==> config.mk <==
export PLATFORM = sky130hd
export DESIGN_NAME = sample_buffer_drdy
export DESIGN_NICKNAME = d
export VERILOG_FILES = /design/src/rtl/sbuf_pkg.sv /design/src/rtl/sbuf_chan_pair.sv /design/src/rtl/sbuf_drdy_pin.sv /design/src/rtl/sample_buffer_drdy.sv
export SDC_FILE = /design/constraint.sdc
export NUM_CORES = 1
export LEC_CHECK = 0
export ABC_AREA = 1
export BUFFER_PORTS_ARGS = -buffer_cell sky130_fd_sc_hd__buf_4
export CORE_MARGIN = 2
export CORE_UTILIZATION = 44
export DETAILED_ROUTE_END_ITERATION = 16
export GPL_ROUTABILITY_DRIVEN = 0
export PLACE_DENSITY_LB_ADDON = 0.1
export SYNTH_ARGS = -nofsm -noshare
export SYNTH_HDL_FRONTEND = slang
export SYNTH_SLANG_ARGS = --single-unit
==> constraint.sdc <==
create_clock -name clk -period 2.9 [get_ports clk]
set_input_delay 0.58 -clock clk [delete_from_list [all_inputs] [get_ports clk]]
set_output_delay 0.58 -clock clk [all_outputs]
set_load 0.005 [all_outputs]
==> src/rtl/sbuf_pkg.sv <==
package sbuf_pkg;
  localparam int unsigned SLOTS = 2;
  typedef logic [1:0] occ_t;
  typedef enum logic {
    FMT_LEVEL = 1'b0,
    FMT_PULSE = 1'b1
  } drdy_fmt_e;
endpackage

==> src/rtl/sbuf_chan_pair.sv <==
module sbuf_chan_pair
  import sbuf_pkg::*;
#(
  parameter int unsigned SAMPLE_W = 24
) (
  input  logic                clk,
  input  logic                rst,
  input  logic                push,
  input  logic                pop,
  input  logic                clr,
  input  logic [SAMPLE_W-1:0] din,
  output logic [SAMPLE_W-1:0] head,
  output logic                ready,
  output logic                pending_nxt
);
  localparam occ_t OCC_FULL = occ_t'(SLOTS);

  occ_t                cnt;
  occ_t                cnt_nxt;
  occ_t                after_pop;
  logic                do_pop;
  logic [SAMPLE_W-1:0] slot_old;
  logic [SAMPLE_W-1:0] slot_new;

  always_comb begin
    do_pop    = pop && (cnt != '0);
    after_pop = cnt - occ_t'(do_pop);
    if (clr)
      cnt_nxt = '0;
    else if (push)
      cnt_nxt = (after_pop == OCC_FULL) ? OCC_FULL : after_pop + occ_t'(1);
    else
      cnt_nxt = after_pop;
  end

  always_ff @(posedge clk) begin
    if (rst) begin
      cnt      <= '0;
      slot_old <= '0;
      slot_new <= '0;
    end else if (clr) begin
      cnt <= '0;
    end else begin
      cnt <= cnt_nxt;
      if (do_pop)
        slot_old <= slot_new;
      if (push) begin
        if (after_pop == OCC_FULL) begin
          slot_old <= slot_new;
          slot_new <= din;
        end else if (after_pop == '0) begin
          slot_old <= din;
        end else begin
          slot_new <= din;
        end
      end
    end
  end

  assign head        = slot_old;
  assign ready       = (cnt != '0);
  assign pending_nxt = (cnt_nxt != '0);

  assert_full_stays_full_R3: assert property (@(posedge clk) disable iff (rst)
    (cnt == OCC_FULL && push && !pop && !clr) |=> (ready && cnt == OCC_FULL));
  assert_one_left_after_read_R4: assert property (@(posedge clk) disable iff (rst)
    (cnt == OCC_FULL && pop && !push && !clr) |=> ready);
  assert_push_empty_head_R2: assert property (@(posedge clk) disable iff (rst)
    (cnt == '0 && push && !clr) |=> (head == $past(din)));
  assert_sync_empties_R6: assert property (@(posedge clk) disable iff (rst)
    clr |=> !ready);
  assert_empty_read_ignored_R11: assert property (@(posedge clk) disable iff (rst)
    (cnt == '0 && pop && !push && !clr) |=> !ready);
endmodule

==> src/rtl/sbuf_drdy_pin.sv <==
module sbuf_drdy_pin
  import sbuf_pkg::*;
(
  input  logic clk,
  input  logic rst,
  input  logic fmt,
  input  logic rd,
  input  logic conv,
  input  logic sync,
  input  logic any_pending_nxt,
  output logic drdy_n
);
  always_ff @(posedge clk) begin
    if (rst)
      drdy_n <= 1'b1;
    else if (sync)
      drdy_n <= 1'b1;
    else if (drdy_fmt_e'(fmt) == FMT_PULSE)
      drdy_n <= ~conv;
    else
      drdy_n <= rd | ~any_pending_nxt;
  end

  assert_release_after_read_R8: assert property (@(posedge clk) disable iff (rst)
    (!fmt && rd) |=> drdy_n);
  assert_pulse_on_conv_R10: assert property (@(posedge clk) disable iff (rst)
    (fmt && conv && !sync) |=> !drdy_n);
  assert_level_idle_R7: assert property (@(posedge clk) disable iff (rst)
    (!fmt && !rd && !sync && !any_pending_nxt) |=> drdy_n);
endmodule

==> src/rtl/sample_buffer_drdy.sv <==
module sample_buffer_drdy
  import sbuf_pkg::*;
#(
  parameter int unsigned NUM_CH   = 6,
  parameter int unsigned SAMPLE_W = 24
) (
  input  logic                       clk,
  input  logic                       rst,
  input  logic                       conv_strobe,
  input  logic [NUM_CH*SAMPLE_W-1:0] conv_words,
  input  logic                       frame_read,
  input  logic                       sync_clear,
  input  logic                       drdy_pulse_mode,
  output logic [NUM_CH*SAMPLE_W-1:0] head_words,
  output logic [NUM_CH-1:0]          ch_ready,
  output logic                       drdy_n
);
  logic [NUM_CH-1:0] pend_nxt;
  logic              any_pend_nxt;

  for (genvar g = 0; g < NUM_CH; g++) begin : g_chan
    sbuf_chan_pair #(.SAMPLE_W(SAMPLE_W)) i_chan (
      .clk         (clk),
      .rst         (rst),
      .push        (conv_strobe),
      .pop         (frame_read),
      .clr         (sync_clear),
      .din         (conv_words[g*SAMPLE_W +: SAMPLE_W]),
      .head        (head_words[g*SAMPLE_W +: SAMPLE_W]),
      .ready       (ch_ready[g]),
      .pending_nxt (pend_nxt[g])
    );
  end

  assign any_pend_nxt = |pend_nxt;

  sbuf_drdy_pin i_pin (
    .clk             (clk),
    .rst             (rst),
    .fmt             (drdy_pulse_mode),
    .rd              (frame_read),
    .conv            (conv_strobe),
    .sync            (sync_clear),
    .any_pending_nxt (any_pend_nxt),
    .drdy_n          (drdy_n)
  );

  assert_sync_pin_high_R6: assert property (@(posedge clk) disable iff (rst)
    sync_clear |=> (drdy_n && ch_ready == '0));
  assert_level_pending_low_R7: assert property (@(posedge clk) disable iff (rst)
    (!drdy_pulse_mode && !frame_read && !sync_clear && conv_strobe) |=> !drdy_n);
  assert_steady_read_clears_R5: assert property (@(posedge clk) disable iff (rst)
    (ch_ready[0] && !$past(ch_ready[0]) && frame_read && !conv_strobe && !sync_clear)
      |=> (ch_ready == '0));
endmodule

; ---- Word-level counts from Yosys, hierarchy flattened
; Index checks and enable logic that the tools add are counted.
[classes]
add_sub_neg = 12
n_eq_ne = 12
muxes = 55
n_bitwise = 4
n_reduce_logical = 32
[ops]
columns = cell, count
row1 = two-way mux 24 bit, 36
row2 = two-way mux 2 bit, 18
row3 = nonzero test 2 bit, 12
row4 = AND reduction 3 bit, 6
row5 = adder 2 x 1 -> 2 bit (second input constant), 6
row6 = equality test 2 bit (second input constant), 6
row7 = logical NOT 2 bit, 6
row8 = != test 2 x 1 -> 1 bit (second input constant), 6
row9 = subtractor 2 x 1 -> 2 bit, 6
row10 = logical AND 1 bit, 6
row11 = OR reduction 6 bit, 1
row12 = inverter 1 bit, 3
row13 = OR reduction 2 bit, 1
row14 = two-way mux 1 bit, 1
row15 = bitwise OR 1 bit, 1
[totals]
regBits = 301
input_bits = 150
output_inout_bits = 151
word_cells = 134

; ---- Longest topological paths before layout
; Gate-level depths: netlist (run 1).
[logic_depth]
depth_word = 12
ltp_mapped = 20
mapped_depth_nobuf = 16

; ---- Hierarchy
; Synthesis (run 1) repeated with hierarchy kept, for this count alone.
[unflattened]
hier_cells = 2377
hier_area_um2 = 15955.3
[by_module_without_submodules]
columns = module, n_inst, cells_per_inst, area_each_um2, seq_area_each_um2
row1 = sbuf_chan_pair (g_chan[0].i_chan ...), 5, 393, 2653.8, 1001.0
row2 = sbuf_chan_pair (g_chan[1].i_chan), 1, 398, 2615.0, 1001.0
row3 = sbuf_drdy_pin, 1, 10, 55.1, 20.0
row4 = sample_buffer_drdy, 1, 4, 16.3, 0.0

; ---- Worst setup path after synthesis (run 1)
; No wires, ideal clock.
[synth_path]
kind = in2reg
from = input frame_read
to = register g_chan[3].i_chan.slot_new[16]
setup_ns = 0.119
t_arrival_ns = 2.375
t_required_ns = 2.781
setup_slack_ns = 0.406
cell_stages = 13
n_path_buf = 6
path_cell_list = buf_2 -> nand2_1 -> inv_1 -> buf_2 -> buf_2 -> ha_1 -> buf_2 -> nand2_1 -> inv_1 -> nor2_1 -> buf_2 -> buf_2 -> a21oi_1
[synth_between]
elab_chain_cells = 5
elab_cells_between_ends = 7
cone_classes = add/sub (1) / eq/ne (2) / mux (1) / reduce/logical (3)
[synth_rtl]
columns = item, line_no
row1 = start: declaration, sample_buffer_drdy.sv:11  ; input logic frame_read,
row2 = logical AND 1 bit (*), sbuf_chan_pair.sv:26  ; do_pop = pop && (cnt != '0);
row3 = subtractor 2 x 1 -> 2 bit (*), sbuf_chan_pair.sv:27  ; after_pop = cnt - occ_t'(do_pop);
row4 = equality test 2 bit / logical NOT 2 bit (equally long branches), "sbuf_chan_pair.sv:48, sbuf_chan_pair.sv:51"
row5 = != test 2 x 1 -> 1 bit (no line), --
row6 = AND reduction 3 bit (no line), --
row7 = end signal: assignment, sbuf_chan_pair.sv:50  ; slot_new <= din;
row8 = end signal: assignment, sbuf_chan_pair.sv:54  ; slot_new <= din;
row9 = end: declaration, sbuf_chan_pair.sv:23  ; logic [SAMPLE_W-1:0] slot_new;
; Every way passes the cells marked *; elsewhere a longest branch is shown, timed or not.
; A chain may end at the register's enable or synchronous reset.

; ---- Worst setup path after layout (run 1)
[layout_path]
from = register g_chan[2].i_chan.cnt[1]
to = register g_chan[2].i_chan.slot_old[0]
[layout_between]
elab_chain_cells = 7
elab_cells_between_ends = 9
cone_classes = add/sub (1) / eq/ne (1) / mux (4) / reduce/logical (3)
[layout_rtl]
columns = item, line_no
row1 = start: declaration, sbuf_chan_pair.sv:18  ; occ_t cnt;
row2 = start signal: assignment, sbuf_chan_pair.sv:44  ; cnt <= cnt_nxt;
row3 = nonzero test 2 bit, sbuf_chan_pair.sv:26
row4 = logical AND 1 bit, sbuf_chan_pair.sv:26
row5 = subtractor 2 x 1 -> 2 bit, sbuf_chan_pair.sv:27
row6 = logical NOT 2 bit, sbuf_chan_pair.sv:51  ; end else if (after_pop == '0) begin
row7 = two-way mux 24 bit, sbuf_chan_pair.sv:51
row8 = two-way mux 24 bit, sbuf_chan_pair.sv:48  ; if (after_pop == OCC_FULL) begin
row9 = two-way mux 24 bit (*), sbuf_chan_pair.sv:47  ; if (push) begin
row10 = end signal: assignment, sbuf_chan_pair.sv:46  ; slot_old <= slot_new;
row11 = end signal: assignment, sbuf_chan_pair.sv:49  ; slot_old <= slot_new;
row12 = end signal: assignment, sbuf_chan_pair.sv:52  ; slot_old <= din;
row13 = end: declaration, sbuf_chan_pair.sv:22  ; logic [SAMPLE_W-1:0] slot_old;
; Marked as above.

==> results of run 1 <==
## worst min-delay path by stage
stage / start / endpoint / slack, ns / cells past startpoint
6_report: drdy_pulse_mode / i_pin.drdy_n / 0.30 / 3
5_1_grt: conv_words[128] / g_chan[5].i_chan.slot_new[8] / 0.29 / 3
4_1_cts: conv_words[137] / g_chan[5].i_chan.slot_new[17] / 0.29 / 3
3_5_place_dp: g_chan[4].i_chan.slot_new[19] / g_chan[4].i_chan.slot_new[19] / 0.44 / 2
3_3_place_gp: g_chan[4].i_chan.slot_new[19] / g_chan[4].i_chan.slot_new[19] / 0.44 / 2
2_1_floorplan: g_chan[4].i_chan.slot_new[14] / g_chan[4].i_chan.slot_new[14] / 0.42 / 2
## stage by stage
| step | worst slack, ns | cell area [µm²] | utilization (%) | total power [mW] | hold slack [ns] |
|---|---|---|---|---|---|
| detailed placement | 0.310 | 16500 | 52.4 | 6.41 | 0.443 |
| global placement | 0.332 | 16500 | 52.4 | 6.37 | 0.438 |
| global route | 0.127 | 17600 | 55.9 | 11.2 | 0.290 |
| floorplan | 0.406 | 14000 | - | 5.65 | 0.425 |
| finish | 0.432 | 17600 | 55.9 | 10.6 | 0.300 |
| CTS | 0.432 | 17600 | 55.9 | 10.7 | 0.287 |
## synthesized netlist by cell type (all sizes together), types with 6 or more instances
master  count  share of area (%)
o22ai      22               0.98
nand2     342                9.4
buf        73                2.9
nor2      145                4.2
inv       216                5.8
clkbuf     54                1.5
a22o        8               0.50
a32oi      14               0.88
a22oi      44                2.4
o21ai     423                 15
o211ai     24                1.3
ha          6               0.54
dfxtp     301                 43
a21oi     181                6.6
nand3      86                3.1
## flip-flops by register name, indices dropped and copies added (netlist names)
register	flops
i_pin.drdy_n	1
g_chan.i_chan.cnt	12
g_chan.i_chan.slot_new	144
g_chan.i_chan.head	144
## final cells by class
type / instances / area (µm²)
Timing Repair Buffer: 336 / 2580
Inverter: 220 / 833
Tap cell: 402 / 503
Clock buffer: 51 / 1040
Multi-Input combinational cell: 1325 / 6550
Clock inverter: 8 / 71.3
Sequential cell: 301 / 6030
Fill cell: 3008 / 13900
## logic make-up after synthesis
logic type,Yosys count,share of synthesized area (%)
flops,301,43.0
simple gates,577,16.9
compound gates,738,29.0
fa+ha+maj,6,0.536
xor+xnor,4,0.250
buf+inv,347,10.3
## metal layers
metal | vias to the layer above | part of all wire (%)
li1 | 7124 | -
met1 | 6612 | 44
met2 | 517 | 45
met3 | 77 | 7.9
met4 | 2 | 2.9
met5 | - | 0.030
## power by group through the flow
stage	combinational [mW]	sequential (mW)	clock (mW)
6_report	1.75	4.58	4.30
2_1_floorplan	1.01	4.64	0
5_1_grt	1.97	4.61	4.58
4_1_cts	1.75	4.58	4.38
3_5_place_dp	1.75	4.67	0
3_3_place_gp	1.71	4.66	0
## worst register-to-register path: stages, from the launching register on
cell and delay (ns):
dfxtp_1 0.52, inv_2 0.13, nand2_2 0.10, nand2_1 0.06
inv_1 0.10, ha_1 0.29, nand2_1 0.20, a21oi_4 0.10
nor2_1 0.65, nand2_1 0.13, o211ai_1 0.11
## cells in the final DEF (no fill, tap or decap), drive strengths merged, types with 2 or more instances in the layout
cell / synthesis / final
dfxtp: 301 / 301
o221ai: 4 / 4
o31ai: 2 / 2
nand2: 342 / 342
o211ai: 24 / 24
o2111ai: 2 / 2
xor2: 2 / 2
a31o: 3 / 3
a22o: 8 / 8
buf: 73 / 336
o22ai: 22 / 22
clkbuf: 54 / 51
inv: 216 / 216
nand3: 86 / 86
a32oi: 14 / 14
a21oi: 181 / 181
ha: 6 / 6
a31oi: 5 / 5
nand4: 3 / 3
nor2: 145 / 145
o21bai: 5 / 5
clkinv: 4 / 10
xnor2: 2 / 2
o21ai: 423 / 423
a22oi: 44 / 44
==> flow_summary_export.csv, run 1 <==
group,metric,value,unit
clock_network,cts.sinks,301,
floorplan,start_util,44.5,%
synth,postSynthCellCount,1973,
global_routing,use_met3,5.89,%
worst_setup_path,required,3.33,ns
timing,timing.fmax,0.405,GHz
floorplan,die_h,182,µm
worst_setup_path,crit_family,"simple AND/OR/NAND/NOR gates",
worst_setup_path,cpMostUsedCell,"nand2_1",
worst_setup_path,reg2reg_slack,0.43,ns
global_routing,top_usage_layer,"met2",
power,netSwitchingPower,2.93,mW
synth,synthFlopType,"dfxtp_1",
timing,final-setup-viol-count,0,
routing,detail_route.wl_per_cell,16.4,µm
timing,slew_headroom,42.8,%
synth,seq_area_frac_synth,43.0,%
worst_setup_path,cp-startpoint,"g_chan[2].i_chan.cnt[1]",
global_routing,grt_start_max_net_pins,74,
worst_setup_path,path_class,"register to register",
cells_and_area,nets,2375,
place,dpl.hpwl,28.9,mm
worst_setup_path,path_depth,10,
power,leakagePower,7.57,nW
clock_network,cts-root-buf,"clkbuf_16",
routing,ant_nets,0,
power,pwr-share-clk,40.4,%
power,sw_frac_of_total,27.6,%
timing,tightest_slew,0.857,ns
clock_network,cts-resized-gates,0,
routing,num_vias,14300,
worst_setup_path,r2r-end,"g_chan[2].i_chan.head[0]",
synth,syn_area,14000,µm²
routing,drcViolationCount,0,
floorplan,core.rowCount,65,
clock_network,cts_tree,"built",
worst_setup_path,reg2regPathDepth,10,
floorplan,dieWidth,182,µm
cells_and_area,antenna-diode-count,0,
timing,fin_worst_skew,0.0136,ns
synth,avgSynthCellArea,7.10,µm²
cells_and_area,stdcell_count,2643,
clock_network,numCtsBuffers,35,
status,outcome,"finished, final reports clean",
worst_setup_path,slowest_delay,0.65,ns
timing,post-route-period-util,85.1,%
worst_setup_path,crit_fanout,11,
synth,synth-edff-count,0,
floorplan,coreArea,31500,µm²
worst_setup_path,endpoint,"g_chan[2].i_chan.head[0]",
synth,synthDistinctLibCells,41,
synth,yosysWarningCount,0,
power,internal_power,7.69,mW
power,peakVddDrop,0.364,mV
clock_network,clk_latency,0.52,ns
clock_network,path_clk_slew,0.06,ns
global_routing,grt_overflow,0,
timing,slew_viol_final,0,
timing,finalSetupTns,0,ns
floorplan,io_pins,301,
synth,synth_seq_cells,301,
routing,firstDrtPassIters,5,
timing,min_period,2.47,ns
clock_network,cts_hold_buf,0,
cells_and_area,area_delta_synth_final,25.7,%
worst_setup_path,critPathArrivalTime,2.90,ns
routing,drt_first_iter_violations,1230,
clock_network,cts_max_level,2,
worst_setup_path,crit_path_top_delay_cell,"nor2_1",
global_routing,grt_util_met1,34.1,%
global_routing,grt_first_pass_wirelength,70.4,mm
worst_hold_path,hold_path.class,"input pin to register",
worst_setup_path,critPathCaptureType,"register",
power,power_density,604,nW/µm²
global_routing,grt_pass1_vias,13700,
floorplan,die-area,33300,µm²
timing,rsz0062_at_grt,"no",
clock_network,max-clock-path-buffers,3,
worst_setup_path,r2r-start,"g_chan[2].i_chan.cnt[1]",
global_routing,use_met2,41.2,%
global_routing,grt_usage,25.7,%
place,port_buffers,300,
job,maxCapViolations,0,
timing,hold_violations,0,
cells_and_area,drive_above_1_share,19.7,%
synth,synthArstFlopShare,0,%
clock_network,post_cts_buffers,0,
worst_setup_path,critPathLaunchType,"register",
routing,viasPerCell,5.42,
synth,synth_nets,2129,
routing,finalWirelength,43.4,mm
worst_setup_path,cp_cell_sequence,"inv_2 > nand2_2 > nand2_1 > inv_1 > ha_1 > nand2_1 > a21oi_4 > nor2_1 > nand2_1 > o211ai_1",
place,place_inst,2584,
power,pwr-share-comb,16.5,%
power,pwr-share-seq,43.1,%
worst_setup_path,path_buf_inv,2,
global_routing,antenna_found_initial,1,
(Power assumes the default switching activity.)
==> run 2: changes to the inputs <==
CTS_BUF_LIST = sky130_fd_sc_hd__clkbuf_8   (was default)
==> run 2 against run 1 <==
Via count rose by 0.66%. First-iteration DRC count fell by 7.6%. Utilization rose by 0.079 points. Total power fell by 1.6%. Hold slack got worse by 0.084 ns. Sequential power barely moved. Sequential cell count did not move. Critical endpoint unchanged.
==> flow_summary_export.csv, run 2 (same netlist as run 1, synthesis figures left out) <==
group,metric,value,unit
routing,detail_route.wl_per_cell,16.3,µm
timing,timing.fmax,0.406,GHz
floorplan,dieWidth,182,µm
timing,min_period,2.46,ns
floorplan,die_h,182,µm
timing,hold_violations,0,
cells_and_area,area_delta_synth_final,25.9,%
routing,firstDrtPassIters,6,
timing,slew_headroom,43.0,%
floorplan,io_pins,301,
cells_and_area,fillers,3021,
worst_setup_path,slowest_delay,0.66,ns
floorplan,start_util,44.5,%
clock_network,post_cts_buffers,0,
clock_network,max-clock-path-buffers,3,
clock_network,cts.sinks,301,
clock_network,cts-root-buf,"clkbuf_8",
cells_and_area,stdcell_area,17600,µm²
cells_and_area,drive_above_1_share,20.5,%
place,port_buffers,300,
clock_network,path_clk_slew,0.07,ns
status,outcome,"finished, final reports clean",
cells_and_area,mostFrequentLayoutCells,"o21ai_0, nand2_1, buf_4",
timing,slew_viol_final,0,
worst_setup_path,r2r-start,"g_chan[2].i_chan.cnt[1]",
global_routing,antenna_found_initial,1,
floorplan,coreArea,31500,µm²
worst_setup_path,reg2reg_slack,0.44,ns
timing,fin_worst_skew,0.0263,ns
place,dpl.hpwl,28.9,mm
worst_setup_path,critPathCaptureType,"register",
global_routing,grt_overflow,0,
routing,drt_first_iter_violations,1136,
routing,drcViolationCount,0,
timing,tightest_slew,0.854,ns
clock_network,cts_max_level,2,
global_routing,grt_start_max_net_pins,74,
cells_and_area,nets,2392,
power,leakagePower,7.69,nW
worst_setup_path,r2r-end,"g_chan[2].i_chan.head[0]",
job,maxCapViolations,0,
power,power_density,593,nW/µm²
worst_setup_path,path_class,"register to register",
global_routing,grt_first_pass_wirelength,70.8,mm
worst_hold_path,min_from,"drdy_pulse_mode",
routing,ant_nets,0,
worst_setup_path,critPathLaunchType,"register",
routing,finalWirelength,43.8,mm
worst_setup_path,crit_path_top_delay_cell,"nor2_1",
clock_network,cts-resized-gates,0,
timing,rsz0062_at_grt,"no",
worst_setup_path,critPathArrivalTime,2.97,ns
cells_and_area,final_common_cell,"o21ai_0",
place,place_area,16500,µm²
worst_hold_path,whs_path_depth,3,
floorplan,core.rowCount,65,
timing,post-route-period-util,84.9,%
timing,finalSetupTns,0,ns
routing,num_vias,14400,
worst_setup_path,cp_cell_sequence,"inv_2 > nand2_2 > nand2_1 > inv_1 > ha_1 > nand2_1 > a21oi_4 > nor2_1 > nand2_1 > o211ai_1",
global_routing,grt_pass1_vias,13900,
timing,final-setup-viol-count,0,
clock_network,clk_latency,0.59,ns
worst_setup_path,reg2regPathDepth,10,
power,peakVddDrop,0.334,mV
cells_and_area,final_core_util,56.0,%
clock_network,cts_tree,"built",
routing,viasPerCell,5.38,
worst_hold_path,min_delay_worst_endpoint,"i_pin.drdy_n",
worst_setup_path,required,3.41,ns
floorplan,die-area,33300,µm²
clock_network,cts_hold_buf,0,
worst_setup_path,crit_fanout,11,
worst_hold_path,hold_path.class,"input pin to register",
global_routing,grt_usage,25.7,%
worst_setup_path,cpMostUsedCell,"nand2_1",
clock_network,numCtsBuffers,52,
## run 2: changes by cell type in the layout (fill, tap and decap cells not counted), sizes merged
cell and change:
inv +21, clkbuf +19, bufinv +1, clkinv -1
clkinvlp -1, diode +1
## run 2: critical path: cells and delay by family, from the launching register on
kind            cells  cell delay [ns]
buf+inv             2             0.23
fa+ha+maj           1             0.29
flops               1             0.52
simple gates        5             1.14
compound gates      2             0.21
## run 2: area by class of cell
type | instances | area (µm²) | area share (%)
clock buffer | 70 | 963 | 5.47
antenna | 1 | 2.50 | 0.0142
tap | 402 | 503 | 2.85
multi-input combinational | 1325 | 6550 | 37.1
sequential | 301 | 6030 | 34.2
inverter | 220 | 833 | 4.73
clock inverter | 28 | 169 | 0.958
timing repair buffer | 336 | 2580 | 14.7
## run 2: report_power, final
| group | leakage [nW] | internal (mW) | switching [mW] |
|---|---|---|---|
| Sequential | 2.46 | 4.41 | 0.174 |
| Combinational | 4.57 | 0.720 | 1.03 |
| Clock | 0.662 | 2.33 | 1.79 |
| Total | 7.69 | 7.46 | 3.00 |
## run 2: how the worst max path moves through the flow
stage	startpoint	to	cells after the start
after floorplan	frame_read	g_chan[3].i_chan.slot_new[16]	13
after global routing	g_chan[2].i_chan.cnt[1]	g_chan[2].i_chan.head[20]	10
after detailed placement	frame_read	g_chan[5].i_chan.head[10]	8
after CTS	g_chan[2].i_chan.cnt[1]	g_chan[2].i_chan.head[0]	10
after global placement	frame_read	g_chan[5].i_chan.head[10]	8
final	g_chan[2].i_chan.cnt[1]	g_chan[2].i_chan.head[0]	10
## run 2: metrics by stage
step                      setup WS [ns]  power (mW)  hold WS, ns  instances
after CTS                         0.433        10.5        0.191       2682
final                             0.438        10.5        0.216       2683
after floorplan                   0.406        5.65        0.425       1973
after global routing              0.136        11.0        0.207       2682
after detailed placement          0.310        6.41        0.443       2584
after global placement            0.332        6.37        0.438       2584
## run 2: routing by layer
| layer | track usage (%) | vias to the layer above | part of all wire (%) |
|---|---|---|---|
| met3 | 6.39 | 74 | 8.3 |
| met2 | 41.5 | 525 | 45 |
| met5 | 0 | - | 0 |
| met4 | 8.52 | 0 | 2.4 |
| met1 | 33.8 | 6645 | 44 |
| li1 | - | 7182 | - |
==> run 3: changes to the inputs <==
clock period = 2.1 ns   (was 2.9 ns; I/O delays follow)
==> run 3 against run 2 <==
Register-to-register slack got worse by 0.28 ns. Via count up 0.92%. Wire length is 0.61% higher. Worst setup slack lost 0.28 ns. Largest power group unchanged. Critical endpoint is now g_chan[3].i_chan.slot_new[18]. Non-clock buffer count rose by 71. Clock skew is 0.0074 ns lower. Sequential cell count stayed put. Global-route usage about the same. Maximum frequency is 27% higher. Die area stayed put.
==> flow_summary_export.csv, run 3 (same netlist as run 1, synthesis figures left out) <==
group,metric,value,unit
status,outcome,"finished, final reports clean",
worst_setup_path,critPathCaptureType,"register",
worst_hold_path,min_from,"drdy_pulse_mode",
global_routing,grt_usage,25.7,%
timing,post-route-period-util,92.6,%
routing,viasPerCell,5.30,
cells_and_area,final_common_cell,"buf_4",
worst_setup_path,required,2.61,ns
floorplan,start_util,44.5,%
timing,timing.fmax,0.514,GHz
clock_network,path_clk_slew,0.07,ns
clock_network,max-clock-path-buffers,3,
worst_setup_path,path_class,"register to register",
worst_setup_path,r2r-start,"g_chan[3].i_chan.cnt[1]",
floorplan,io_pins,301,
worst_setup_path,critPathArrivalTime,2.46,ns
clock_network,cts_hold_buf,0,
timing,rsz0062_at_grt,"yes",
floorplan,dieWidth,182,µm
cells_and_area,nets,2464,
place,port_buffers,300,
clock_network,cts.sinks,301,
worst_setup_path,r2r-end,"g_chan[3].i_chan.slot_new[18]",
clock_network,clk_latency,0.59,ns
clock_network,post_cts_buffers,0,
routing,firstDrtPassIters,5,
power,internal_power,10.2,mW
power,pwr-share-clk,37.6,%
clock_network,cts-root-buf,"clkbuf_8",
place,dpl.hpwl,30.1,mm
clock_network,cts_max_level,2,
timing,fin_worst_skew,0.0189,ns
worst_hold_path,whs_path_depth,3,
global_routing,grt_start_max_net_pins,54,
clock_network,cts-resized-gates,0,
cells_and_area,multiInputGateArea,6610,µm²
power,leakagePower,8.02,nW
global_routing,antenna_found_initial,2,
timing,hold_violations,0,
routing,drt_first_iter_violations,979,
power,power_density,786,nW/µm²
cells_and_area,mostFrequentLayoutCells,"buf_4, o21ai_0, nand2_1",
timing,tightest_slew,0.521,ns
routing,ant_nets,0,
timing,finalSetupTns,0,ns
global_routing,grt_overflow,0,
floorplan,core.rowCount,65,
cells_and_area,seq_area,6030,µm²
cells_and_area,stdcell_area,18300,µm²
floorplan,coreArea,31500,µm²
cells_and_area,drive_above_1_share,24.0,%
timing,slew_headroom,65.2,%
routing,drcViolationCount,0,
power,netSwitchingPower,4.17,mW
cells_and_area,fillers,3006,
routing,num_vias,14600,
worst_setup_path,crit_fanout,46,
power,pwr-share-seq,44.0,%
timing,min_period,1.94,ns
worst_setup_path,reg2reg_slack,0.16,ns
worst_setup_path,critPathLaunchType,"register",
floorplan,die_h,182,µm
floorplan,die-area,33300,µm²
clock_network,numCtsBuffers,53,
job,maxCapViolations,0,
place,place_area,17200,µm²
cells_and_area,area_delta_synth_final,30.6,%
timing,final-setup-viol-count,0,
global_routing,grt_first_pass_wirelength,70.0,mm
worst_hold_path,hold_path.class,"input pin to register",
timing,slew_viol_final,0,
routing,finalWirelength,44.1,mm
power,peakVddDrop,0.537,mV
power,pwr-share-comb,18.4,%
power,sw_frac_of_total,29.0,%
global_routing,grt_pass1_vias,13900,
routing,detail_route.wl_per_cell,16.0,µm
worst_hold_path,min_delay_worst_endpoint,"i_pin.drdy_n",
clock_network,cts_tree,"built",
cells_and_area,antenna-diode-count,0,
worst_setup_path,reg2regPathDepth,11,
-- run 3: cell types whose count changed in the layout (fill, tap and decap cells not counted), sizes merged --
cell,before,now
inv,237,231
clkinvlp,0,1
bufinv,2,0
clkinv,9,12
buf,336,407
diode,1,0
clkbuf,70,69
-- run 3: worst max-delay path, stage by stage, from the launching register on --
cell	delay [ns]
dfxtp_1	0.35
inv_2	0.06
nand2_1	0.17
nand2_2	0.07
inv_1	0.09
ha_2	0.32
nand2_2	0.12
inv_2	0.05
nor2_2	0.17
buf_12	0.23
o21ai_0	0.09
a21oi_1	0.14
-- run 3: layout make-up --
| class | instances | area share [%] |
|---|---|---|
| multi-input combinational | 1325 | 36.1 |
| sequential | 301 | 33.0 |
| timing repair buffer | 407 | 17.7 |
| clock buffer | 69 | 5.20 |
| inverter | 220 | 4.59 |
| tap | 402 | 2.75 |
| clock inverter | 24 | 0.643 |
-- run 3: power groups by stage --
stage	Sequential, mW	Combinational (mW)	Clock [mW]
finish	6.32	2.64	5.40
global route	6.36	2.93	5.80
CTS	6.32	2.63	5.53
detailed placement	6.44	2.62	0
global placement	6.43	2.58	0
floorplan	6.41	1.45	0
-- run 3: per-layer routing --
layer,GRT usage [%],part of all wire (%)
met1,33.1,44
met3,5.85,7.3
met4,8.87,2.7
met5,0,0.057
met2,42.5,46
-- run 3: stage by stage --
| step | util [%] | hold slack (ns) | power (mW) | std cells | setup slack, ns |
|---|---|---|---|---|---|
| CTS | 58.0 | 0.0351 | 14.5 | 2748 | 0.0321 |
| finish | 58.1 | 0.0684 | 14.4 | 2748 | 0.155 |
| detailed placement | 54.6 | 0.440 | 9.05 | 2655 | -0.145 |
| global placement | 54.6 | 0.434 | 9.00 | 2655 | -0.106 |
| floorplan | - | 0.425 | 7.85 | 1973 | -0.0661 |
| global route | 58.1 | 0.0721 | 15.1 | 2748 | -0.0537 |
-- run 3: how the worst max path moves through the flow --
stage                                     to                     from  slack [ns]  cells past startpoint
6_report       g_chan[3].i_chan.slot_new[18]  g_chan[3].i_chan.cnt[1]        0.16                     11
5_1_grt                         i_pin.drdy_n  g_chan[2].i_chan.cnt[1]       -0.05                     16
4_1_cts            g_chan[1].i_chan.head[13]  g_chan[1].i_chan.cnt[0]        0.03                      9
3_5_place_dp       g_chan[1].i_chan.head[13]               frame_read       -0.14                      8
3_3_place_gp       g_chan[4].i_chan.head[17]               frame_read       -0.11                      9
2_1_floorplan      g_chan[0].i_chan.head[14]               frame_read       -0.07                     14
